File: src/rtl/sea_pkg.sv
package sea_pkg;
  localparam int unsigned WORD_W      = 32;
  localparam logic [7:0]  RELEASE_KEY = 8'h5A;
  localparam logic [7:0]  FORCE_KEY   = 8'hA5;
endpackage

File: src/rtl/sea_sticky_bank.sv
module sea_sticky_bank #(
  parameter int unsigned W = 32
) (
  input  logic         clk,
  input  logic         rst_n,
  input  logic [W-1:0] set_i,
  input  logic [W-1:0] clr_i,
  output logic [W-1:0] st_o
);
  logic [W-1:0] st_q, st_d;

  always_comb begin
    st_d = (st_q & ~clr_i) | set_i;
  end

  always_ff @(posedge clk or negedge rst_n) begin
    if (!rst_n) st_q <= '0;
    else        st_q <= st_d;
  end

  assign st_o = st_q;

  AST_STATUS_LATCH: assert property (@(posedge clk) disable iff (!rst_n)
    1'b1 |=> ((st_q & $past(set_i)) == $past(set_i)));
  AST_STATUS_STICKY: assert property (@(posedge clk) disable iff (!rst_n)
    1'b1 |=> ((st_q & $past(st_q & ~clr_i)) == $past(st_q & ~clr_i)));
endmodule

File: src/rtl/sea_pin_timer.sv
module sea_pin_timer #(
  parameter int unsigned PRE_W = 8,
  parameter int unsigned LOW_W = 8
) (
  input  logic             clk,
  input  logic             rst_n,
  input  logic             trig_i,
  input  logic             rel_i,
  input  logic             force_i,
  input  logic [PRE_W-1:0] pre_div_i,
  input  logic [LOW_W-1:0] min_low_i,
  output logic             err_n_o
);
  logic [PRE_W-1:0] pre_q, pre_d;
  logic [LOW_W-1:0] cnt_q, cnt_d;
  logic             low_q, low_d;
  logic             tick, done;

  always_comb begin
    tick  = (pre_q == pre_div_i);
    done  = (cnt_q >= min_low_i);
    pre_d = tick ? '0 : pre_q + 1'b1;
    low_d = low_q;
    cnt_d = cnt_q;
    if (trig_i) begin
      low_d = 1'b1;
      cnt_d = '0;
    end else if (low_q && rel_i && done) begin
      low_d = 1'b0;
      cnt_d = '0;
    end else if (low_q && tick && !done) begin
      cnt_d = cnt_q + 1'b1;
    end
  end

  always_ff @(posedge clk or negedge rst_n) begin
    if (!rst_n) begin
      pre_q <= '0;
      cnt_q <= '0;
      low_q <= 1'b0;
    end else begin
      pre_q <= pre_d;
      cnt_q <= cnt_d;
      low_q <= low_d;
    end
  end

  assign err_n_o = ~(low_q | force_i);

  AST_PIN_HOLD: assert property (@(posedge clk) disable iff (!rst_n)
    (low_q && !(rel_i && done)) |=> low_q);
  AST_PIN_TRIG: assert property (@(posedge clk) disable iff (!rst_n)
    trig_i |=> !err_n_o);
  AST_PIN_RELEASE: assert property (@(posedge clk) disable iff (!rst_n)
    $fell(low_q) |-> ($past(rel_i) && $past(done)));
endmodule

File: src/rtl/sev_err_agg.sv
module sev_err_agg #(
  parameter int unsigned A_CH   = 96,
  parameter int unsigned B_CH   = 32,
  parameter int unsigned C_CH   = 32,
  parameter int unsigned ADDR_W = 5,
  parameter int unsigned PRE_W  = 8,
  parameter int unsigned LOW_W  = 8
) (
  input  logic              clk,
  input  logic              rst_n,
  input  logic [A_CH-1:0]   grp_a_err_i,
  input  logic [B_CH-1:0]   grp_b_err_i,
  input  logic [C_CH-1:0]   grp_c_err_i,
  input  logic              reg_we_i,
  input  logic [ADDR_W-1:0] reg_waddr_i,
  input  logic [31:0]       reg_wdata_i,
  input  logic [ADDR_W-1:0] reg_raddr_i,
  output logic [31:0]       reg_rdata_o,
  output logic              irq_lo_o,
  output logic              irq_hi_o,
  output logic              err_pin_n_o
);
  import sea_pkg::*;

  localparam int unsigned NW    = A_CH / WORD_W;
  localparam int unsigned AD_IE = 0;
  localparam int unsigned AD_PE = NW;
  localparam int unsigned AD_LV = 2 * NW;
  localparam int unsigned AD_SA = 3 * NW;
  localparam int unsigned AD_SB = 4 * NW;
  localparam int unsigned AD_SC = AD_SB + 1;
  localparam int unsigned AD_TM = AD_SB + 2;
  localparam int unsigned AD_KY = AD_SB + 3;
  localparam int unsigned AD_FC = AD_SB + 4;
  localparam int unsigned TM_W  = PRE_W + LOW_W;

  // reset: async assert, sync release
  logic [1:0] rs_q;
  logic       rst_s_n;
  always_ff @(posedge clk or negedge rst_n) begin
    if (!rst_n) rs_q <= 2'b00;
    else        rs_q <= {rs_q[0], 1'b1};
  end
  assign rst_s_n = rs_q[1];

  logic [A_CH-1:0] ie_q, ie_d, pe_q, pe_d, lv_q, lv_d, clr_a, st_a;
  logic [B_CH-1:0] clr_b, st_b;
  logic [C_CH-1:0] clr_c, st_c;
  logic [TM_W-1:0] tm_q, tm_d;
  logic            frc_q, frc_d, rel, trig;

  function automatic logic hit(input logic [ADDR_W-1:0] a, input int unsigned t);
    return reg_we_i && (a == ADDR_W'(t));
  endfunction

  always_comb begin
    ie_d  = ie_q;
    pe_d  = pe_q;
    lv_d  = lv_q;
    clr_a = '0;
    for (int w = 0; w < NW; w++) begin
      if (hit(reg_waddr_i, AD_IE + w)) ie_d[w*WORD_W +: WORD_W] = reg_wdata_i;
      if (hit(reg_waddr_i, AD_PE + w)) pe_d[w*WORD_W +: WORD_W] = reg_wdata_i;
      if (hit(reg_waddr_i, AD_LV + w)) lv_d[w*WORD_W +: WORD_W] = reg_wdata_i;
      if (hit(reg_waddr_i, AD_SA + w)) clr_a[w*WORD_W +: WORD_W] = reg_wdata_i;
    end
    clr_b = hit(reg_waddr_i, AD_SB) ? reg_wdata_i[B_CH-1:0] : '0;
    clr_c = hit(reg_waddr_i, AD_SC) ? reg_wdata_i[C_CH-1:0] : '0;
    tm_d  = hit(reg_waddr_i, AD_TM) ? reg_wdata_i[TM_W-1:0] : tm_q;
    frc_d = hit(reg_waddr_i, AD_FC) ? (reg_wdata_i[7:0] == FORCE_KEY) : frc_q;
    rel   = hit(reg_waddr_i, AD_KY) && (reg_wdata_i[7:0] == RELEASE_KEY);
    trig  = |(grp_a_err_i & pe_q) | (|grp_b_err_i) | (|grp_c_err_i);
  end

  always_ff @(posedge clk or negedge rst_s_n) begin
    if (!rst_s_n) begin
      ie_q  <= '0;
      pe_q  <= '0;
      lv_q  <= '0;
      tm_q  <= '0;
      frc_q <= 1'b0;
    end else begin
      ie_q  <= ie_d;
      pe_q  <= pe_d;
      lv_q  <= lv_d;
      tm_q  <= tm_d;
      frc_q <= frc_d;
    end
  end

  sea_sticky_bank #(.W(A_CH)) u_st_a (.clk(clk), .rst_n(rst_s_n), .set_i(grp_a_err_i), .clr_i(clr_a), .st_o(st_a));
  sea_sticky_bank #(.W(B_CH)) u_st_b (.clk(clk), .rst_n(rst_s_n), .set_i(grp_b_err_i), .clr_i(clr_b), .st_o(st_b));
  sea_sticky_bank #(.W(C_CH)) u_st_c (.clk(clk), .rst_n(rst_s_n), .set_i(grp_c_err_i), .clr_i(clr_c), .st_o(st_c));

  sea_pin_timer #(.PRE_W(PRE_W), .LOW_W(LOW_W)) u_pin (
    .clk(clk), .rst_n(rst_s_n), .trig_i(trig), .rel_i(rel), .force_i(frc_q),
    .pre_div_i(tm_q[PRE_W-1:0]), .min_low_i(tm_q[TM_W-1:PRE_W]), .err_n_o(err_pin_n_o));

  assign irq_lo_o = |(st_a & ie_q & ~lv_q);
  assign irq_hi_o = |(st_a & ie_q & lv_q) | (|st_b);

  always_comb begin
    reg_rdata_o = '0;
    for (int w = 0; w < NW; w++) begin
      if (reg_raddr_i == ADDR_W'(AD_IE + w)) reg_rdata_o = ie_q[w*WORD_W +: WORD_W];
      if (reg_raddr_i == ADDR_W'(AD_PE + w)) reg_rdata_o = pe_q[w*WORD_W +: WORD_W];
      if (reg_raddr_i == ADDR_W'(AD_LV + w)) reg_rdata_o = lv_q[w*WORD_W +: WORD_W];
      if (reg_raddr_i == ADDR_W'(AD_SA + w)) reg_rdata_o = st_a[w*WORD_W +: WORD_W];
    end
    if (reg_raddr_i == ADDR_W'(AD_SB)) reg_rdata_o = 32'(st_b);
    if (reg_raddr_i == ADDR_W'(AD_SC)) reg_rdata_o = 32'(st_c);
    if (reg_raddr_i == ADDR_W'(AD_TM)) reg_rdata_o = 32'(tm_q);
    if (reg_raddr_i == ADDR_W'(AD_FC)) reg_rdata_o = {31'd0, frc_q};
  end

  AST_GRPB_IRQ: assert property (@(posedge clk) disable iff (!rst_s_n)
    (|grp_b_err_i) |=> irq_hi_o);
  AST_GRPB_PIN: assert property (@(posedge clk) disable iff (!rst_s_n)
    (|grp_b_err_i) |=> !err_pin_n_o);
  AST_GRPC_PIN: assert property (@(posedge clk) disable iff (!rst_s_n)
    (|grp_c_err_i) |=> !err_pin_n_o);
  AST_FORCE_PIN: assert property (@(posedge clk) disable iff (!rst_s_n)
    frc_q |-> !err_pin_n_o);
endmodule

File: config.mk
export PLATFORM = sky130hd
export DESIGN_NAME = sev_err_agg
export DESIGN_NICKNAME = d
export VERILOG_FILES = /design/src/rtl/sea_pkg.sv /design/src/rtl/sea_sticky_bank.sv /design/src/rtl/sea_pin_timer.sv /design/src/rtl/sev_err_agg.sv
export SDC_FILE = /design/constraint.sdc
export NUM_CORES = 1
export LEC_CHECK = 0
export CORE_MARGIN = 2
export CORE_UTILIZATION = 39
export CTS_CLUSTER_DIAMETER = 200
export DETAILED_ROUTE_END_ITERATION = 10
export GPL_TIMING_DRIVEN = 0
export PLACE_DENSITY_LB_ADDON = 0.1
export SLEW_MARGIN = 20
export SYNTH_ARGS = -nofsm -noshare
export SYNTH_HDL_FRONTEND = slang
export SYNTH_SLANG_ARGS = --single-unit
File: constraint.sdc
create_clock -name clk -period 31.7 [get_ports clk]
set_input_delay 6.34 -clock clk [delete_from_list [all_inputs] [get_ports clk]]
set_output_delay 6.34 -clock clk [all_outputs]
set_load 0.05 [all_outputs]
==> flow_metrics.tcl <==
set metrics [dict create \
    worst_ep_required_time_ns 25.36 \
    fillCellCount 5992 \
    synth_flop_cell "dfrtp_1" \
    dieHeight_um 256 \
    die_w_um 256 \
    yosysWarnings 0 \
    dr.first_iter.drc_count 4103 \
    synth_fp_nets 2616 \
    grt_pass1_vias 24492 \
    rsz0062_at_grt "no" \
    ir_worst_vdd_mv 0.0462 \
    max_freq_mhz 55.9 \
    via_per_inst 7.13 \
    wire_per_inst_um 46.5 \
    antenna_found_initial 13 \
    dr.pass1.iters 7 \
    tightest_slew_ns 1.34 \
    met3_length_um 23400 \
    slew_viol_final 0 \
    fin_crit_ns 17.89 \
    worstSetupPathType "in -> out" \
    avgSynthCellArea_um2 10.3 \
    worstPathArrival_ns 11.55 \
    wl_met1_um 60400 \
    multi_input_area_mm2 0.0119 \
    fin_tns_setup_ns 0 \
    clock_skew_ns 0.0402 \
    place_ws_ns 14.35 \
    synth.distinct_cells 70 \
    htreeDepth 2 \
    dp_hpwl_um 129000 \
    drive_above_1_share_pct 17.7 \
    synth-edff-count 0 \
    ys_ff_latch 484 \
    cts-resized-gates 0 \
    yosysMostFrequentCell "dfrtp_1" \
    p_leak_nw 11.9 \
    status "complete, no violations" \
    hold_viol_final 0 \
    vias 25666 \
    drcViolationCount 0 \
    cts_hold_buf 0 \
    dr_wl_met2_um 67800 \
    numPortBuffers 232 \
    yosysSeqAreaShare_pct 49.0 \
    grt_overflow 0 \
    synth_top_cell_by_area "dfrtp_1" \
    rows 92 \
    clock_path_buffers 3 \
    setup_violations 0 \
    layout.nets 2915 \
    synth_top_area_share_pct 49.0 \
    routed_wl_um 167000 \
    topRoutingLayerUsed "met5" \
    die_area_mm2 0.0654 \
    grt_start_max_net_pins 58 \
    post_cts_buffers 0 \
    slew_headroom_pct 10.8 \
    detail-route-antenna-nets 0 \
    timing.final.crit_share_pct 56.4 \
    worstSetupEndpointType "output pin" \
    area_growth_pct 22.8 \
    syn_inst 2401 \
    numClockSinks 484 \
    initial_core_util_pct 39.3 \
    clkTransAtPathRegs_ns 0.06 \
    grt_pass1_wl_um 220000 \
    worst_slack_ns 13.81 \
    register_area_mm2 0.0121 \
    cts_tree "yes" \
    cap_viol_max_count 0 \
    ys_top_cells_by_count "dfrtp_1 (484), nand2_1 (336), mux2_2 (290)" \
    crit_fanout 11 \
    cts_root_buffer "clkbuf_16" \
    coreArea_mm2 0.0629 \
    async_flop_share_pct 100 \
    synthTopCellsByArea "dfrtp_1 (49%), mux2_2 (13%), nand2_1 (5.1%), a21o_1 (5.0%), a22oi_1 (3.7%)" \
    power_density_mw_per_mm2 63.8 \
    grt.total_usage_pct 50.1 \
    clkLatencyLatePin_ns 0.67 \
    start_kind "primary input" \
    cts_buffers 55 \
    min_path_type "reg -> reg" \
    synth_area_mm2 0.0247 \
    routabilityCongestion 1.11 \
    ioPinCount 240 \
]
through the flow:
step / utilization [%] / std cells / total power, mW / cell area, um^2 / hold WS (ns)
6_report: 48.3 / 3599 / 1.94 / 30300 / 0.350
5_1_grt: 48.2 / 3587 / 1.96 / 30300 / 0.371
4_1_cts: 48.2 / 3587 / 1.90 / 30300 / 0.355
3_5_place_dp: 45.2 / 3489 / 1.21 / 28400 / 0.342
3_3_place_gp: 44.7 / 3479 / 1.20 / 28100 / 0.335
2_1_floorplan: - / 2401 / 0.968 / 24700 / 0.331
worst paths after layout:
kind	slack, ns	depth (start not counted)	to	startpoint
setup / recovery	13.81	11	reg_rdata_o[7]	reg_raddr_i[0]
hold / removal	0.35	0	rs_q[1]$_DFF_PN0_	rs_q[0]$_DFF_PN0_
setup reg to reg	28.48	6	u_pin.cnt_q[7]$_DFFE_PN0P_	pe_q[53]$_DFFE_PN0P_
hold reg to reg	0.35	0	rs_q[1]$_DFF_PN0_	rs_q[0]$_DFF_PN0_
max in group asynchronous	25.69	1	rs_q[1]$_DFF_PN0_	rst_n
min in group asynchronous	0.38	0	pe_q[39]$_DFFE_PN0P_	rs_q[1]$_DFF_PN0_
final cells by class:
| cell class | instances | area share, % |
|---|---|---|
| flip-flops and latches | 484 | 39.9 |
| plain buffers | 153 | 2.21 |
| repair buffers | 242 | 8.44 |
| diodes | 12 | 0.0989 |
| inverters | 15 | 0.186 |
| well taps | 846 | 3.49 |
| clock inverters | 29 | 1.29 |
| clock buffers | 69 | 5.04 |
| multi-input cells | 1749 | 39.3 |
registers in the layout, indices dropped and copies added, names as in the netlist:
name / flops
u_st_b.st_o: 32
frc_q: 1
rs_q: 2
lv_q: 96
u_pin.pre_q: 8
pe_q: 96
u_pin.low_q: 1
ie_q: 96
tm_q: 16
u_st_c.st_o: 32
u_pin.cnt_q: 8
u_st_a.st_o: 96
where the power goes:
part	switching, mW	internal [mW]	leakage, nW
clock network	0.298	0.400	0.932
logic	0.247	0.150	5.38
registers	0.141	0.699	5.54
kinds of logic after synthesis:
logic type,after synthesis,share of synthesized area (%)
AND/OR/NAND/NOR,770,14.9
buffers and inverters,168,2.90
adder cells (fa/ha/maj),10,0.506
XOR/XNOR,22,0.779
other,1,0.0152
AO/OA/AOI/OAI,647,18.3
flip-flops,484,49.0
multiplexers,299,13.6
layout by cell type, fill, tap and decap left out, drive strengths merged, types with 12 or more instances in the layout:
master / count
dfrtp: 484
nand2: 336
mux2: 297
clkdlybuf4s50: 232
a21o: 164
clkbuf: 151
nand3: 131
a22oi: 123
nor2: 84
buf: 81
o21ai: 76
o22ai: 74
a21oi: 70
nand4: 54
nor4: 40
nor3: 29
a221oi: 24
xnor2: 18
o211ai: 18
nor2b: 18
and2: 17
inv: 17
clkinv: 13
diode: 12
metal layers:
layer  up-vias  track usage [%]
met3       684             20.7
met2      2455             70.6
li1       9548                -
met5         -                0
met1     12965             61.3
met4        14             36.7
critical path, stage by stage:
cell and delay, ns:
clkdlybuf4s50_1 0.55, buf_2 0.28, buf_2 0.30, buf_2 0.38
nand3_1 0.89, buf_2 0.67, o22ai_1 0.26, nor2_1 0.06
a21oi_1 0.75, o21ai_1 0.27, clkdlybuf4s50_1 0.78
Note: power is estimated with default switching activity, not from simulation.
